--- src/rtl/ring_dma_pkg.sv ---
package ring_dma_pkg;
    parameter int PTR_W  = 8;
    parameter int CODE_W = 3;
    parameter int STAT_W = 16;

    localparam int ST_CAP_OVF   = 0;
    localparam int ST_CAP_TRIG  = 1;
    localparam int ST_PLAY_UDF  = 2;
    localparam int ST_PLAY_TRIG = 3;
    localparam int ST_LINK_ERR  = 15;

    localparam logic [STAT_W-1:0] STAT_IMPL =
        (STAT_W'(1) << ST_CAP_OVF)  | (STAT_W'(1) << ST_CAP_TRIG) |
        (STAT_W'(1) << ST_PLAY_UDF) | (STAT_W'(1) << ST_PLAY_TRIG) |
        (STAT_W'(1) << ST_LINK_ERR);

    typedef enum logic [1:0] {
        CH_IDLE  = 2'd0,
        CH_RUN   = 2'd1,
        CH_STALL = 2'd2
    } ch_state_e;

    typedef struct packed {
        logic              clr;
        logic [CODE_W-1:0] size;
        logic              en;
        logic [CODE_W-1:0] tcode;
        logic [PTR_W-1:0]  tptr;
        logic [PTR_W-1:0]  rptr;
        logic [PTR_W-1:0]  wptr;
    } ctl_word_t;

    localparam int CTL_W = $bits(ctl_word_t);
endpackage

--- src/rtl/ring_chan.sv ---
module ring_chan
    import ring_dma_pkg::*;
#(
    parameter bit IS_CAPTURE = 1'b1
) (
    input  logic      clk,
    input  logic      rst_n,
    input  logic      ctl_wr,
    input  ctl_word_t ctl_wdata,
    input  logic      chunk_done,
    output ctl_word_t ctl_q,
    output ch_state_e state_o,
    output logic      trig_o,
    output logic      fault_o
);
    localparam logic [3:0] PW4 = 4'(PTR_W);
    localparam logic [CODE_W-1:0] MIN_SIZE = CODE_W'(2);

    ch_state_e         state_q, state_d;
    logic [CODE_W-1:0] size_q, tcode_q;
    logic              en_q;
    logic [PTR_W-1:0]  tptr_q, hw_q, sw_q;

    logic [CODE_W-1:0] eff_size;
    logic [PTR_W:0]    ring_span, sect_span;
    logic [PTR_W-1:0]  wrap_mask, sel_mask, hw_next;
    logic              blocked, advance, fault;
    logic [PTR_W-1:0]  wr_hw_field, wr_sw_field;

    // ring length and trigger-section masks
    assign eff_size  = (size_q < MIN_SIZE) ? MIN_SIZE : size_q;
    assign ring_span = {{PTR_W{1'b0}}, 1'b1} << ({1'b0, eff_size} + 4'd1);
    assign wrap_mask = ring_span[PTR_W-1:0] - {{(PTR_W-1){1'b0}}, 1'b1};
    assign sect_span = {{PTR_W{1'b0}}, 1'b1} << (PW4 - {1'b0, tcode_q});
    assign sel_mask  = sect_span[PTR_W-1:0] - {{(PTR_W-1){1'b0}}, 1'b1};
    assign hw_next   = (hw_q + {{(PTR_W-1){1'b0}}, 1'b1}) & wrap_mask;

    // direction-specific pointer ownership
    generate
        if (IS_CAPTURE) begin : g_cap
            assign blocked     = (hw_next == sw_q);
            assign wr_hw_field = ctl_wdata.wptr;
            assign wr_sw_field = ctl_wdata.rptr;
            assign ctl_q = '{clr: 1'b0, size: size_q, en: en_q, tcode: tcode_q,
                             tptr: tptr_q, rptr: sw_q, wptr: hw_q};
        end else begin : g_play
            assign blocked     = (hw_q == sw_q);
            assign wr_hw_field = ctl_wdata.rptr;
            assign wr_sw_field = ctl_wdata.wptr;
            assign ctl_q = '{clr: 1'b0, size: size_q, en: en_q, tcode: tcode_q,
                             tptr: tptr_q, rptr: hw_q, wptr: sw_q};
        end
    endgenerate

    // next-state and action decode
    always_comb begin
        state_d = state_q;
        advance = 1'b0;
        fault   = 1'b0;
        if (ctl_wr) begin
            if (ctl_wdata.clr || !ctl_wdata.en) begin
                state_d = CH_IDLE;
            end else if (state_q == CH_IDLE) begin
                state_d = CH_RUN;
            end
        end else begin
            unique case (state_q)
                CH_IDLE: state_d = CH_IDLE;
                CH_RUN: begin
                    if (IS_CAPTURE) begin
                        if (chunk_done) begin
                            if (blocked) begin
                                state_d = CH_STALL;
                                fault   = 1'b1;
                            end else begin
                                advance = 1'b1;
                            end
                        end
                    end else begin
                        if (blocked) begin
                            state_d = CH_STALL;
                            fault   = 1'b1;
                        end else if (chunk_done) begin
                            advance = 1'b1;
                        end
                    end
                end
                CH_STALL: begin
                    if (!blocked) state_d = CH_RUN;
                end
                default: state_d = CH_IDLE;
            endcase
        end
    end

    // state register
    always_ff @(posedge clk or negedge rst_n) begin
        if (!rst_n) state_q <= CH_IDLE;
        else        state_q <= state_d;
    end

    // field and pointer registers
    always_ff @(posedge clk or negedge rst_n) begin
        if (!rst_n) begin
            size_q  <= '0;
            tcode_q <= '0;
            en_q    <= 1'b0;
            tptr_q  <= '0;
            hw_q    <= '0;
            sw_q    <= '0;
        end else if (ctl_wr) begin
            if (ctl_wdata.clr) begin
                size_q  <= '0;
                tcode_q <= '0;
                en_q    <= 1'b0;
                tptr_q  <= '0;
                hw_q    <= '0;
                sw_q    <= '0;
            end else begin
                size_q  <= ctl_wdata.size;
                tcode_q <= ctl_wdata.tcode;
                en_q    <= ctl_wdata.en;
                tptr_q  <= ctl_wdata.tptr;
                sw_q    <= wr_sw_field;
                if (!ctl_wdata.en) hw_q <= wr_hw_field;
            end
        end else if (advance) begin
            hw_q <= hw_next;
        end
    end

    assign state_o = state_q;
    assign fault_o = fault;
    assign trig_o  = advance && ((hw_next & sel_mask) == (tptr_q & sel_mask));

    p_reset_bit_r8: assert property (@(posedge clk) disable iff (!rst_n)
        (ctl_wr && ctl_wdata.clr) |=> (state_q == CH_IDLE && hw_q == '0 && sw_q == '0));
    p_idle_hold_r7: assert property (@(posedge clk) disable iff (!rst_n)
        (state_q == CH_IDLE && !ctl_wr) |=> $stable(hw_q));
    p_stall_hold_r5: assert property (@(posedge clk) disable iff (!rst_n)
        (state_q == CH_STALL && !ctl_wr) |=> $stable(hw_q));
    p_adv_moves_r3: assert property (@(posedge clk) disable iff (!rst_n)
        (state_q == CH_RUN && !ctl_wr && chunk_done && !blocked) |=> (hw_q != $past(hw_q)));
endmodule

--- src/rtl/ring_irq.sv ---
module ring_irq
    import ring_dma_pkg::*;
(
    input  logic              clk,
    input  logic              rst_n,
    input  logic              stat_wr,
    input  logic              mask_wr,
    input  logic [STAT_W-1:0] wdata,
    input  logic [STAT_W-1:0] set_vec,
    output logic [STAT_W-1:0] status_q,
    output logic [STAT_W-1:0] mask_q,
    output logic              irq
);
    logic [STAT_W-1:0] clr_vec;

    assign clr_vec = stat_wr ? wdata : '0;

    always_ff @(posedge clk or negedge rst_n) begin
        if (!rst_n) begin
            status_q <= '0;
            mask_q   <= '0;
        end else begin
            status_q <= ((status_q & ~clr_vec) | set_vec) & STAT_IMPL;
            if (mask_wr) mask_q <= wdata & STAT_IMPL;
        end
    end

    assign irq = |(status_q & mask_q);

    p_set_wins_r9: assert property (@(posedge clk) disable iff (!rst_n)
        (|set_vec) |=> ((status_q & $past(set_vec)) == $past(set_vec)));
    p_quiet_hold_r9: assert property (@(posedge clk) disable iff (!rst_n)
        (!stat_wr && set_vec == '0) |=> $stable(status_q));
endmodule

--- src/rtl/play_hold.sv ---
module play_hold
    import ring_dma_pkg::*;
#(
    parameter int SMP_W = 16
) (
    input  logic             clk,
    input  logic             rst_n,
    input  ch_state_e        state,
    input  logic             vld,
    input  logic [SMP_W-1:0] din,
    output logic [SMP_W-1:0] dout
);
    always_ff @(posedge clk or negedge rst_n) begin
        if (!rst_n) begin
            dout <= '0;
        end else begin
            unique case (state)
                CH_IDLE:  dout <= '0;
                CH_RUN:   if (vld) dout <= din;
                CH_STALL: dout <= dout;
                default:  dout <= '0;
            endcase
        end
    end

    p_idle_zero_r11: assert property (@(posedge clk) disable iff (!rst_n)
        (state == CH_IDLE) |=> (dout == '0));
    p_stall_repeat_r6: assert property (@(posedge clk) disable iff (!rst_n)
        (state == CH_STALL) |=> $stable(dout));
endmodule

--- src/rtl/ring_dma_engine.sv ---
module ring_dma_engine
    import ring_dma_pkg::*;
#(
    parameter int SMP_W = 16
) (
    input  logic             clk,
    input  logic             rst_n,
    input  logic             reg_wr,
    input  logic [1:0]       reg_waddr,
    input  logic [31:0]      reg_wdata,
    input  logic [1:0]       reg_raddr,
    output logic [31:0]      reg_rdata,
    input  logic             cap_chunk_done,
    input  logic             play_chunk_done,
    input  logic             link_err,
    input  logic             play_smp_vld,
    input  logic [SMP_W-1:0] play_smp_in,
    output logic [SMP_W-1:0] play_smp_out,
    output logic             cap_run,
    output logic             play_run,
    output logic             irq
);
    localparam logic [1:0] A_CAP  = 2'd0;
    localparam logic [1:0] A_PLAY = 2'd1;
    localparam logic [1:0] A_STAT = 2'd2;
    localparam logic [1:0] A_MASK = 2'd3;

    ctl_word_t         wr_word, cap_ctl, play_ctl;
    ch_state_e         cap_state, play_state;
    logic              cap_trig, cap_fault, play_trig, play_fault;
    logic [STAT_W-1:0] set_vec, status_q, mask_q;

    assign wr_word = ctl_word_t'(reg_wdata[CTL_W-1:0]);

    ring_chan #(.IS_CAPTURE(1'b1)) u_cap (
        .clk(clk), .rst_n(rst_n),
        .ctl_wr(reg_wr && reg_waddr == A_CAP), .ctl_wdata(wr_word),
        .chunk_done(cap_chunk_done), .ctl_q(cap_ctl), .state_o(cap_state),
        .trig_o(cap_trig), .fault_o(cap_fault)
    );

    ring_chan #(.IS_CAPTURE(1'b0)) u_play (
        .clk(clk), .rst_n(rst_n),
        .ctl_wr(reg_wr && reg_waddr == A_PLAY), .ctl_wdata(wr_word),
        .chunk_done(play_chunk_done), .ctl_q(play_ctl), .state_o(play_state),
        .trig_o(play_trig), .fault_o(play_fault)
    );

    always_comb begin
        set_vec = '0;
        set_vec[ST_CAP_OVF]   = cap_fault;
        set_vec[ST_CAP_TRIG]  = cap_trig;
        set_vec[ST_PLAY_UDF]  = play_fault;
        set_vec[ST_PLAY_TRIG] = play_trig;
        set_vec[ST_LINK_ERR]  = link_err;
    end

    ring_irq u_irq (
        .clk(clk), .rst_n(rst_n),
        .stat_wr(reg_wr && reg_waddr == A_STAT),
        .mask_wr(reg_wr && reg_waddr == A_MASK),
        .wdata(reg_wdata[STAT_W-1:0]), .set_vec(set_vec),
        .status_q(status_q), .mask_q(mask_q), .irq(irq)
    );

    play_hold #(.SMP_W(SMP_W)) u_hold (
        .clk(clk), .rst_n(rst_n), .state(play_state),
        .vld(play_smp_vld), .din(play_smp_in), .dout(play_smp_out)
    );

    always_comb begin
        unique case (reg_raddr)
            A_CAP:   reg_rdata = 32'(cap_ctl);
            A_PLAY:  reg_rdata = 32'(play_ctl);
            A_STAT:  reg_rdata = 32'(status_q);
            default: reg_rdata = 32'(mask_q);
        endcase
    end

    assign cap_run  = (cap_state == CH_RUN);
    assign play_run = (play_state == CH_RUN);

    p_irq_source_r10: assert property (@(posedge clk) disable iff (!rst_n)
        (status_q == '0) |-> !irq);
    p_no_wr_ctl_r2: assert property (@(posedge clk) disable iff (!rst_n)
        (!reg_wr && cap_state == CH_IDLE) |=> $stable(cap_ctl));
endmodule

--- config.mk ---
export PLATFORM = sky130hd
export DESIGN_NAME = ring_dma_engine
export DESIGN_NICKNAME = d
export VERILOG_FILES = /design/src/rtl/ring_dma_pkg.sv /design/src/rtl/ring_chan.sv /design/src/rtl/ring_irq.sv /design/src/rtl/play_hold.sv /design/src/rtl/ring_dma_engine.sv
export SDC_FILE = /design/constraint.sdc
export NUM_CORES = 1
export LEC_CHECK = 0
export ABC_AREA = 1
export BUFFER_PORTS_ARGS = -buffer_cell sky130_fd_sc_hd__buf_2
export CORE_AREA = 8 8 110 112
export DETAILED_ROUTE_END_ITERATION = 6
export DIE_AREA = 0 0 118 120
export HOLD_SLACK_MARGIN = 0.02
export PLACE_DENSITY = 0.8
export SLEW_MARGIN = 20
export SYNTH_ARGS = -nofsm -noshare
export SYNTH_HDL_FRONTEND = slang
export SYNTH_SLANG_ARGS = --single-unit
export TNS_END_PERCENT = 50
--- constraint.sdc ---
create_clock -name clk -period 2.47 [get_ports clk]
set_input_delay 0.247 -clock clk [delete_from_list [all_inputs] [get_ports clk]]
set_output_delay 0.247 -clock clk [all_outputs]
set_load 0.03 [all_outputs]
==> results of run 1 <==
[final timing paths]
| path | startpoint | endpoint | slack [ns] | cells past startpoint |
|---|---|---|---|---|
| setup / recovery | u_cap.tcode_q[1] | u_irq.status_q[1] | 0.16 | 15 |
| hold / removal | link_err | u_irq.status_q[15] | 0.06 | 3 |
| setup reg to reg | u_cap.tcode_q[1] | u_irq.status_q[1] | 0.16 | 15 |
| hold reg to reg | u_hold.dout[0] | u_hold.dout[0] | 0.47 | 2 |
| max in group asynchronous | rst_n | u_cap.tptr_q[3] | 1.59 | 3 |
| min in group asynchronous | rst_n | u_play.size_q[2] | 0.42 | 3 |
[per-layer routing]
layer,wire (µm),part of all wire,up-vias
met2,8103,0.48,241
met3,1295,0.076,36
met4,531,0.031,0
met5,0,0,-
met1,7000,0.41,2663
li1,-,-,2840
[Yosys cell counts]
| cell | count |
|---|---|
| nor3_2 | 1 |
| o31ai_1 | 2 |
| nand3_2 | 2 |
| o21ai_2 | 8 |
| buf_2 | 2 |
| nand2_4 | 2 |
| nor3_1 | 4 |
| clkinv_1 | 1 |
| clkbuf_1 | 23 |
| conb_1 | 2 |
| o21bai_1 | 1 |
| inv_2 | 3 |
| buf_4 | 1 |
| a22oi_1 | 1 |
| a221oi_1 | 1 |
| o21ai_1 | 7 |
| o2111ai_1 | 5 |
| xor2_1 | 8 |
| nand2_1 | 228 |
| a21oi_1 | 9 |
| dfrtp_1 | 92 |
| nand2_2 | 12 |
| o22ai_1 | 26 |
| inv_1 | 130 |
| buf_1 | 4 |
| ha_1 | 8 |
| o21ai_0 | 85 |
| or2_2 | 1 |
| o211ai_1 | 7 |
| buf_6 | 1 |
| nand3_1 | 65 |
| nor2_4 | 3 |
| nor2_2 | 2 |
| a31oi_1 | 2 |
| nand4_1 | 13 |
| nor2_1 | 62 |
[registers in the layout, indices dropped and copies added (netlist names), 2 cells and up]
name,cells
u_play.size_q,3
u_cap.tptr_q,8
u_cap.size_q,3
u_play.tptr_q,8
u_hold.dout,16
u_cap.sw_q,8
u_cap.state_o,2
u_cap.hw_q,8
u_irq.mask_q,5
u_play.hw_q,8
u_play.sw_q,8
u_play.state_o,2
u_play.tcode_q,3
u_cap.tcode_q,3
u_irq.status_q,5
[power breakdown]
part           internal [µW]  leakage (µW)  total, µW  switching [µW]
combinational            662       0.00225       2110            1450
clock                    464     0.0000894       1010             550
sequential              1810       0.00121       2080             276
[through the flow]
step,instances,utilization
after floorplan,826,-
after global placement,1052,0.6073
after detailed placement,1052,0.6073
after CTS,1068,0.6256
after global routing,1069,0.6268
final,1069,0.6268
[critical path, stage by stage, from the launching register on]
cell     delay [ns]
dfrtp_1        0.42
inv_1          0.11
nand2_1        0.13
inv_1          0.07
ha_1           0.29
inv_1          0.13
nand3_1        0.09
ha_1           0.29
o31ai_2        0.25
inv_1          0.08
nand2_1        0.07
nor2_1         0.04
nand2_1        0.06
nor2_1         0.06
nand2_1        0.07
nand2_1        0.04
[final cells by class]
type	instances	area, µm²
clock buffers	11	131.4
repair buffers	119	640.6
flip-flops and latches	92	2302
multi-input cells	569	2783
well taps	140	175.2
fillers	1019	3921
inverters	134	503.0
clock inverters	4	51.30
[what timing repair did]
item | in CTS | in global routing
resized for setup | 0 | 1
hold buffers | 1 | 0
endpoints found under the setup margin | 0 | 1
setup buffers | 0 | 1
endpoints found under the hold margin | 92 | 0
[logic make-up after synthesis]
| family | Yosys count | share of synthesized area |
|---|---|---|
| AND/OR/NAND/NOR | 395 | 0.2977 |
| buffers and inverters | 165 | 0.1112 |
| AO/OA/AOI/OAI | 154 | 0.1556 |
| flip-flops | 92 | 0.4043 |
| XOR/XNOR | 8 | 0.01231 |
| adder cells (fa/ha/maj) | 8 | 0.01758 |
| other | 2 | 0.001319 |
==> summary.md, run 1 <==
| Metric | Value |
|---|---|
| CTS Buf Count | `9` |
| Cells after Synth | `824` |
| Clock Root Buffer | `clkbuf_8` |
| Number of distinct library cells after synthesis | `36` |
| Post-Place Worst Slack | `0.2714 ns` |
| GR Layer Usage met3 | `0.04697` |
| Finish-stage setup viols | `0` |
| Fmax | `433.2 MHz` |
| Maximum Capacitance Violations | `0` |
| DR DRC count | `0` |
| Area Overhead vs Synth | `15.67%` |
| Pin count of the biggest net entering global routing | `93` |
| Post-place instance area | `6381 µm²` |
| DIE HEIGHT | `120 µm` |
| Initial cell density of the core | `0.5419` |
| Commonest non-fill, non-tap cell in the layout | `nand2_1` |
| Final worst slack | `0.1614 ns` |
| Synthesized cell area | `5694 µm²` |
| Avg Cell Area, Syn | `6.910 µm²` |
| Ant. Diodes | `0` |
| Register bit total from synthesis | `92` |
| Clock Tree Buf Depth | `2` |
| Vias in the first global route | `5,450` |
| RSZ-0062 raised after global routing | `false` |
| Critical path type | `reg2reg` |
| DRT Pass-1 Iters | `6` |
| Clk_lat worst skew | `0.37 ns` |
| CTS tree | `yes` |
| WP data arrival | `2.57 ns` |
| Global-route met2 utilization | `0.3926` |
| H-tree lvl count | `3` |
| Max-slew violation count | `0` |
| Max rail drop VDD | `0.0005112 V` |
| Yosys warnings | `0` |
| Total gr overflow | `0` |
| Leakage | `0.003543 µW` |
| Min-delay worst type | `in2reg` |
| Boundary pin count | `110` |
| Routed len/inst | `15.84 µm` |
| RD Place Congestion | `0.9602` |
| CP Launch Type | `flop` |
| GRT busiest layer | `met2` |
| CP max FO | `5` |
| Vias/cell | `5.407` |
| Die W | `118 µm` |
| DP HPWL | `13,230 µm` |
| Final instance area | `6586 µm²` |
| Via Count | `5,780` |
| Global Route Usage Sum | `0.2382` |
| Crit share post-route | `0.9347` |
| 1st-iter DRT viols | `525` |
| Area of the die | `14,160 µm²` |
| Setup TNS | `0 ns` |
| Final WL | `16,930 µm` |
| IO Port Bufs | `108` |
| Worst-Margin Slew | `1.045 ns` |
| Antenna Nets Post-Route | `0` |
| Hold slack final | `0.06177 ns` |
| Top-area cell type share of the netlist area | `0.4043` |
| Pwr dens | `791.1 nW/µm²` |
| Rows | `38` |
| Outcome | `completed` |
| Initial antenna violation count | `0` |
| Most area-consuming cells after synthesis | `dfrtp_1 (40%), nand2_1 (15%), inv_1 (8.6%), o21ai_0 (7.5%), nand3_1 (5.7%)` |
| Final #Nets | `992` |
| Minimum clock period | `2.309 ns` |
| CTS clk-pin slew, worst paths | `0.10 ns` |
| # clock sinks | `92` |
| Global-route wire length before repair | `27,080 µm` |
| Fin. Hold Viols | `0` |
| Critical path capture point type | `flop` |
| Biggest area consumer among synthesized cells | `dfrtp_1` |
| Seq/Total Area, Yosys | `0.4043` |
| Max Clock Skew | `0.01114 ns` |
| Total chip power | `5210 µW` |
| Commonest non-fill, non-tap cells in the layout | `nand2_1 (228), inv_1 (130), buf_2 (107)` |
| Total core area | `10,510 µm²` |
| Worst path required time | `2.73 ns` |
| Share of layout cells above drive strength 1 | `0.1798` |
| Worst rel slew slack | `0.3028` |
| Met1 Use GR | `0.3040` |
Note: power is estimated with default switching activity, not from simulation.
==> inputs of run 2 (changes only) <==
--- a/config.mk
+++ b/config.mk
@@ -6,7 +6,7 @@
 export NUM_CORES = 1
 export LEC_CHECK = 0
 export ABC_AREA = 1
-export BUFFER_PORTS_ARGS = -buffer_cell sky130_fd_sc_hd__buf_2
+export BUFFER_PORTS_ARGS = -buffer_cell sky130_fd_sc_hd__clkbuf_2
 export CORE_AREA = 8 8 110 112
 export DETAILED_ROUTE_END_ITERATION = 6
 export DIE_AREA = 0 0 118 120
==> run 2 against run 1 <==
Net effect:
- final area is 0.28% lower
- first-iteration DRC count decreased by 6.3%
- largest power group unchanged
- count of clock-buffer cells in the layout stayed put
- total power down 1.7%
- wire length shrank 1.6%
- critical path depth is the same
- combinational power hardly changed
- hold slack got worse by 0.011 ns
- via count is 0.43% lower
- maximum frequency rose by 6.0%
- critical endpoint unchanged
- clock skew is 0.00073 ns lower
==> summary.md, run 2 (synthesized netlist as in run 1, its figures left out) <==
| Metric | Value |
|---|---|
| Max rail drop VDD | `0.0004889 V (was 0.0005112 V)` |
| WP data arrival | `2.45 ns (was 2.57 ns)` |
| Register Area | `2302 µm² (unchanged)` |
| Final WL | `16,670 µm (was 16,930 µm)` |
| Leakage | `0.003510 µW (was 0.003543 µW)` |
| CTS clk-pin slew, worst paths | `0.10 ns (about the same)` |
| Filler cells | `1,014 (was 1,019)` |
| DIE HEIGHT | `120 µm (unchanged)` |
| Multi-input logic area | `2778 µm² (was 2783 µm²)` |
| Biggest register | `u_hold.dout (unchanged)` |
| Minimum clock period | `2.178 ns (was 2.309 ns)` |
| Max Clock Skew | `0.01041 ns (was 0.01114 ns)` |
| DP HPWL | `13,360 µm (was 13,230 µm)` |
| Final Util | `0.6250 (was 0.6268)` |
| Worst path required time | `2.74 ns (was 2.73 ns)` |
| CTS Buf Count | `9 (unchanged)` |
| Pwr dens | `779.8 nW/µm² (was 791.1 nW/µm²)` |
| Antenna Nets Post-Route | `0 (unchanged)` |
| DR DRC count | `0 (unchanged)` |
| DRT Pass-1 Iters | `5 (was 6)` |
| Vias in the first global route | `5,401 (was 5,450)` |
| RSZ-0062 raised after global routing | `false (unchanged)` |
| Critical path type | `reg2reg (unchanged)` |
| Critical R2R Launch | `u_cap.tcode_q[0] (was u_cap.tcode_q[1])` |
| Flop2flop setup slack | `0.29 ns (was 0.16 ns)` |
| Worst rel slew slack | `0.3090 (was 0.3028)` |
| Clk_lat worst skew | `0.37 ns (about the same)` |
| Critical path capture point type | `flop (unchanged)` |
| Maximum Capacitance Violations | `0 (unchanged)` |
| Hold_sp | `link_err (unchanged)` |
| Finish-stage setup viols | `0 (unchanged)` |
| 1st-iter DRT viols | `492 (was 525)` |
| CTS tree | `yes (unchanged)` |
| Final #Nets | `992 (unchanged)` |
| Via Count | `5,755 (was 5,780)` |
| Crit share post-route | `0.8819 (was 0.9347)` |
| Routed len/inst | `15.58 µm (was 15.84 µm)` |
| Area Overhead vs Synth | `15.34% (was 15.67%)` |
| Hold slack final | `0.05087 ns (was 0.06177 ns)` |
| # clock sinks | `92 (unchanged)` |
| IO Port Bufs | `108 (unchanged)` |
| Initial cell density of the core | `0.5419 (unchanged)` |
| Fin. Hold Viols | `0 (unchanged)` |
| Hold Path Cell Cnt | `3 (unchanged)` |
| Commonest non-fill, non-tap cell in the layout | `nand2_1 (unchanged)` |
| Fmax | `459.1 MHz (was 433.2 MHz)` |
| Min-delay worst type | `in2reg (unchanged)` |
| CTS resizes | `0 (unchanged)` |
| Ant. Diodes | `0 (unchanged)` |
| Global Route Usage Sum | `0.2355 (was 0.2382)` |
| Rows | `38 (unchanged)` |
| Max-slew violation count | `0 (unchanged)` |
| Total gr overflow | `0 (unchanged)` |
| Hold path endpoint | `u_irq.status_q[15] (unchanged)` |
| Share of layout cells above drive strength 1 | `0.1796 (was 0.1798)` |
| Commonest non-fill, non-tap cells in the layout | `nand2_1 (228), inv_1 (130), clkbuf_2 (107) (was nand2_1 (228), inv_1 (130), buf_2 (107))` |
| Clock Root Buffer | `clkbuf_8 (unchanged)` |
| Outcome | `completed (unchanged)` |
| CP max FO | `5 (unchanged)` |
| Global-route wire length before repair | `26,640 µm (was 27,080 µm)` |
| Total core area | `10,510 µm² (unchanged)` |
| Post-place instance area | `6381 µm² (unchanged)` |
| Die W | `118 µm (unchanged)` |
| Boundary pin count | `110 (unchanged)` |
| RD Place Congestion | `0.9682 (was 0.9602)` |
| R2R depth | `15 (unchanged)` |
| Total chip power | `5121 µW (was 5210 µW)` |
| Worst-Margin Slew | `1.035 ns (was 1.045 ns)` |
| Max FFs per register | `16 (unchanged)` |
| Final instance area | `6568 µm² (was 6586 µm²)` |
| Clock Tree Buf Depth | `2 (unchanged)` |
| H-tree lvl count | `3 (unchanged)` |
| CP Launch Type | `flop (unchanged)` |
| Area of the die | `14,160 µm² (unchanged)` |
| Initial antenna violation count | `0 (unchanged)` |
| Setup TNS | `0 ns (unchanged)` |
| Critical path launch point | `u_cap.tcode_q[0] (was u_cap.tcode_q[1])` |
| Critical R2R Capture | `u_irq.status_q[1] (unchanged)` |
| Pin count of the biggest net entering global routing | `47 (was 93)` |
| Vias/cell | `5.379 (was 5.407)` |
-- run 2: cell types whose count changed in the layout (fill, tap and decap cells not counted), sizes merged --
cell	delta
buf	-107
clkbuf	+107
bufinv	-1
clkinvlp	+1
inv	+1
-- run 2: how the worst max path moves through the flow --
stage / end / slack, ns / cells past startpoint
after floorplan: u_irq.status_q[1] / 0.47 / 15
after global placement: u_irq.status_q[1] / 0.32 / 15
after detailed placement: u_irq.status_q[1] / 0.27 / 15
after CTS: u_irq.status_q[1] / 0.26 / 15
after global routing: u_irq.status_q[1] / 0.002 / 15
final: u_irq.status_q[1] / 0.29 / 15
-- run 2: area by class of cell --
| type | instances | area share |
|---|---|---|
| Sequential cell | 92 | 0.3505 |
| Timing Repair Buffer | 119 | 0.09754 |
| Inverter | 134 | 0.07659 |
| Clock buffer | 11 | 0.02000 |
| Tap cell | 140 | 0.02667 |
| Multi-Input combinational cell | 569 | 0.4229 |
| Clock inverter | 5 | 0.005715 |
-- run 2: per-stage QoR --
step                worst slack [ns]  instances
finish                        0.2916       1070
detailed placement            0.2681       1052
global route                0.002452       1070
floorplan                     0.4746        826
CTS                           0.2642       1069
global placement              0.3153       1052
-- run 2: metal layers --
metal	wire, µm	global-route usage	part of all wire
met3	1229	0.04509	0.074
met2	8088	0.3926	0.49
met5	0	0	0
met1	6962	0.2976	0.42
met4	387	0.09207	0.023
-- run 2: where the power goes --
part	internal [µW]	leakage, µW	switching [µW]
Clock	371	0.0000799	558
Combinational	656	0.00222	1450
Sequential	1810	0.00121	280
-- run 2: worst max-delay path, cell delays in order, from the launching register on --
cell and delay [ns]:
dfrtp_1 0.41, inv_1 0.09, nand2_1 0.11, inv_1 0.07, ha_1 0.29, inv_1 0.13
nand3_1 0.09, ha_1 0.28, o31ai_1 0.24, inv_1 0.06, nand2_1 0.06, nor2_1 0.04
nand2_1 0.05, nor2_1 0.06, nand2_1 0.07, nand2_1 0.04
-- run 2: what timing repair did --
| action | CTS | global route |
|---|---|---|
| buffers inserted | 0 | 1 |
| endpoints found under the hold margin | 36 | 0 |
| endpoints found under the setup margin | 0 | 1 |
| hold buffers | 1 | 0 |
==> inputs of run 3 (changes only) <==
--- a/config.mk
+++ b/config.mk
@@ -5,13 +5,12 @@
 export SDC_FILE = /design/constraint.sdc
 export NUM_CORES = 1
 export LEC_CHECK = 0
-export ABC_AREA = 1
 export BUFFER_PORTS_ARGS = -buffer_cell sky130_fd_sc_hd__clkbuf_2
-export CORE_AREA = 8 8 110 112
+export CORE_AREA = 8 8 111 113
 export DETAILED_ROUTE_END_ITERATION = 6
-export DIE_AREA = 0 0 118 120
+export DIE_AREA = 0 0 119 121
 export HOLD_SLACK_MARGIN = 0.02
-export PLACE_DENSITY = 0.8
+export PLACE_DENSITY = 0.79
 export SLEW_MARGIN = 20
 export SYNTH_ARGS = -nofsm -noshare
 export SYNTH_HDL_FRONTEND = slang
==> constraint.sdc (replaced) <==
create_clock -name clk -period 2.47 [get_ports clk]
set_input_delay 0.3705 -clock clk [delete_from_list [all_inputs] [get_ports clk]]
set_output_delay 0.3705 -clock clk [all_outputs]
set_load 0.03 [all_outputs]
==> run 3 against run 2 <==
Net effect:
- maximum frequency shrank 9.6%
- critical path depth fell by 7
- combinational power grew 16%
- register-to-register slack lost 0.23 ns
- utilization up 3.0 points
- largest cell class unchanged
- largest power group unchanged
==> summary.md, run 3 <==
| Metric | Value |
|---|---|
| Outcome | `completed (unchanged)` |
| Global-route wire length before repair | `28,210 µm (was 26,640 µm)` |
| Synth Area in XOR/XNOR | `0.04413 (was 0.01230)` |
| Fmax | `414.9 MHz (was 459.1 MHz)` |
| WP data arrival | `2.68 ns (was 2.45 ns)` |
| Synth Area in Simple Gates | `0.1976 (was 0.2977)` |
| Yosys warnings | `0 (unchanged)` |
| Ant. Diodes | `0 (unchanged)` |
| CTS tree | `yes (unchanged)` |
| Avg Cell Area, Syn | `8.616 µm² (was 6.910 µm²)` |
| Most frequent cells after synthesis | `nand2_1 (134), dfrtp_1 (92), o21ai_0 (82) (was nand2_1 (228), inv_1 (130), dfrtp_1 (92))` |
| CP top delay family | `compound AO/OA/AOI/OAI gates (was adder cells)` |
| Final instance count without filler cells | `932 (was 1,070)` |
| DRT Pass-1 Iters | `7 (was 5)` |
| Post-place instance area | `6631 µm² (was 6381 µm²)` |
| Crit share post-route | `0.9759 (was 0.8819)` |
| Pin count of the biggest net entering global routing | `55 (was 47)` |
| Final WL | `17,510 µm (was 16,670 µm)` |
| CTS Buf Count | `9 (unchanged)` |
| Crit path buf inv count | `1 (was 4)` |
| Critical path cell sequence | `ha_4 -> nand3_1 -> mux2_4 -> and2_4 -> a2111oi_4 -> buf_4 -> a31oi_4 -> o32a_1 (was inv_1 -> nand2_1 -> inv_1 -> ha_1 -> inv_1 -> nand3_1 -> ha_1 -> o31ai_1 -> inv_1 -> nand2_1 -> nor2_1 -> nand2_1 -> nor2_1 -> nand2_1 -> nand2_1)` |
| Mux contribution to synthesized area | `0.1157 (was 0)` |
| Vias in the first global route | `5,377 (was 5,401)` |
| Share of flip-flops with an asynchronous set or reset | `1.000 (unchanged)` |
| Critical-path top delay cell | `dfrtp_1 (unchanged)` |
| Leakage | `0.003257 µW (was 0.003510 µW)` |
| Share of layout cells above drive strength 1 | `0.2626 (was 0.1796)` |
| Final #Nets | `854 (was 992)` |
| 1st-iter DRT viols | `510 (was 492)` |
| Initial antenna violation count | `0 (unchanged)` |
| Clk_lat worst skew | `0.39 ns (was 0.37 ns)` |
| Biggest register | `u_hold.dout (unchanged)` |
| Post-synth top flop | `dfrtp_1 (unchanged)` |
| Seq/Total Area, Yosys | `0.4000 (was 0.4043)` |
| Setup TNS | `0 ns (unchanged)` |
| Max-slew violation count | `0 (unchanged)` |
| Maximum Capacitance Violations | `0 (unchanged)` |
| CP Launch Type | `flop (unchanged)` |
| Max Clock Skew | `0.01122 ns (was 0.01041 ns)` |
| WL met1 | `7568 µm (was 6962 µm)` |
| Pwr dens | `811.3 nW/µm² (was 779.8 nW/µm²)` |
| DR WL met3 | `1382 µm (was 1229 µm)` |
| Total placed cells including tap cells | `914 (was 1,052)` |
| Rows | `38 (unchanged)` |
| Top-count cell post-synth | `nand2_1 (unchanged)` |
| DR DRC count | `0 (unchanged)` |
| Worst-Margin Slew | `0.6524 ns (was 1.035 ns)` |
| RD Place Congestion | `0.9446 (was 0.9682)` |
| Combinational family with the most area after synthesis | `simple AND/OR/NAND/NOR gates (unchanged)` |
| Antenna Nets Post-Route | `0 (unchanged)` |
| Worst rel slew slack | `0.5631 (was 0.3090)` |
| RSZ-0062 raised after global routing | `true (was false)` |
| Commonest non-fill, non-tap cell in the layout | `nand2_1 (unchanged)` |
| Number of distinct library cells after synthesis | `73 (was 36)` |
| Register bit total from synthesis | `92 (unchanged)` |
| Top routing layer in use | `met4 (unchanged)` |
| Min-delay worst type | `in2reg (unchanged)` |
| Global Route Usage Sum | `0.2457 (was 0.2355)` |
| CTS clk-pin slew, worst paths | `0.10 ns (about the same)` |
| Post-synthesis compound-gate area fraction | `0.1817 (was 0.1556)` |
| WL met2 | `7994 µm (was 8088 µm)` |
| Biggest area consumer among synthesized cells | `dfrtp_1 (unchanged)` |
| Total gr overflow | `0 (unchanged)` |
| Critical path's largest stage delay | `0.45 ns (was 0.41 ns)` |
| Max rail drop VDD | `0.0004078 V (was 0.0004889 V)` |
| IO Port Bufs | `108 (unchanged)` |
| Worst path required time | `2.74 ns (about the same)` |
| DP HPWL | `13,400 µm (was 13,360 µm)` |
| Number of enable flip-flop cells after synthesis | `0 (unchanged)` |
| Routed len/inst | `18.78 µm (was 15.58 µm)` |
| Most area-consuming cells after synthesis | `dfrtp_1 (40%), nand2_1 (8.7%), mux2i_1 (7.7%), o21ai_0 (7.1%), nor2_1 (3.3%) (was dfrtp_1 (40%), nand2_1 (15%), inv_1 (8.6%), o21ai_0 (7.5%), nand3_1 (5.7%))` |
| Critical path type | `reg2reg (unchanged)` |
| Area of the die | `14,400 µm² (was 14,160 µm²)` |
| Cells after Synth | `668 (was 824)` |
| Final instance area | `6944 µm² (was 6568 µm²)` |
| Finish-stage setup viols | `0 (unchanged)` |
| Fin. Hold Viols | `0 (unchanged)` |
| DIE HEIGHT | `121 µm (was 120 µm)` |
| Vias/cell | `5.817 (was 5.379)` |
| Synthesized cell area | `5756 µm² (was 5694 µm²)` |
| Die W | `119 µm (was 118 µm)` |
| # clock sinks | `92 (unchanged)` |
| CP max FO | `6 (was 5)` |
| Minimum clock period | `2.410 ns (was 2.178 ns)` |
| Post-synthesis adder-cell area fraction | `0.01739 (was 0.01758)` |
| Max FFs per register | `16 (unchanged)` |
| Top-area cell type share of the netlist area | `0.4000 (was 0.4043)` |
| Clock Tree Buf Depth | `2 (unchanged)` |
| Via Count | `5,421 (was 5,755)` |
| Commonest non-fill, non-tap cells in the layout | `nand2_1 (133), clkbuf_2 (107), dfrtp_1 (90) (was nand2_1 (228), inv_1 (130), clkbuf_2 (107))` |
| Area Overhead vs Synth | `20.65% (was 15.34%)` |
| Initial cell density of the core | `0.5428 (was 0.5419)` |
| Total core area | `10,600 µm² (was 10,510 µm²)` |
| Clock Root Buffer | `clkbuf_8 (unchanged)` |
| Boundary pin count | `110 (unchanged)` |
| H-tree lvl count | `3 (unchanged)` |
| Critical path capture point type | `flop (unchanged)` |
## run 3: per-stage QoR
stage	utilization	hold WS [ns]	worst slack [ns]	power [µW]
floorplan	-	0.07491	0.05288	3643
global placement	0.6254	0.3007	-0.04102	4423
detailed placement	0.6254	0.3090	-0.06694	4485
CTS	0.6463	0.1714	0.003613	5518
global route	0.6549	0.1732	-0.02370	5956
finish	0.6549	0.1768	0.05957	5634
## run 3: worst paths after layout
check | from | end | slack, ns | cells after the start
setup / recovery | u_cap.hw_q[1] | u_cap.hw_q[0] | 0.06 | 8
hold / removal | link_err | u_irq.status_q[15] | 0.18 | 2
setup reg to reg | u_cap.hw_q[1] | u_cap.hw_q[0] | 0.06 | 8
hold reg to reg | u_cap.en_q | u_cap.en_q | 0.48 | 1
max in group asynchronous | rst_n | u_cap.hw_q[2] | 1.34 | 3
min in group asynchronous | rst_n | u_cap.state_o[0] | 0.42 | 2
## run 3: cell families after synthesis
| group | count (synthesis) |
|---|---|
| AND/OR/NAND/NOR | 253 |
| AO/OA/AOI/OAI | 168 |
| XOR/XNOR | 29 |
| other | 2 |
| flip-flops | 92 |
| adder cells (fa/ha/maj) | 8 |
| multiplexers | 58 |
| buffers and inverters | 58 |
## run 3: power breakdown
part	leakage (µW)	switching, µW	internal [µW]
combinational	0.00196	1420	1030
clock	0.0000926	634	393
sequential	0.00120	353	1800
total	0.00326	2410	3230
## run 3: timing repair
item                                   in CTS  in global routing
endpoints found under the hold margin      25                  0
setup buffers                               0                  1
hold buffers                                1                  0
setup endpoints to repair                   7                 10
gates resized for setup                     3                 18
pin swaps                                   0                  6
cloned                                      0                  0
## run 3: metal layers
layer,vias up,global-route usage
li1,2568,-
met4,0,0.1178
met5,-,0
met2,254,0.3864
met3,37,0.05491
met1,2562,0.3162
## run 3: layout make-up
type,count,area (µm²)
clock buffers,9,123.9
repair buffers,154,923.4
fillers,876,3659
inverters,10,37.54
well taps,140,175.2
multi-input cells,520,3308
flip-flops and latches,92,2305
clock inverters,7,71.32
## run 3: worst register-to-register path, cell delays in order, from the launching register on
cell	delay (ns)
dfrtp_1	0.45
ha_4	0.20
nand3_1	0.10
mux2_4	0.31
and2_4	0.17
a2111oi_4	0.37
buf_4	0.21
a31oi_4	0.15
o32a_1	0.33
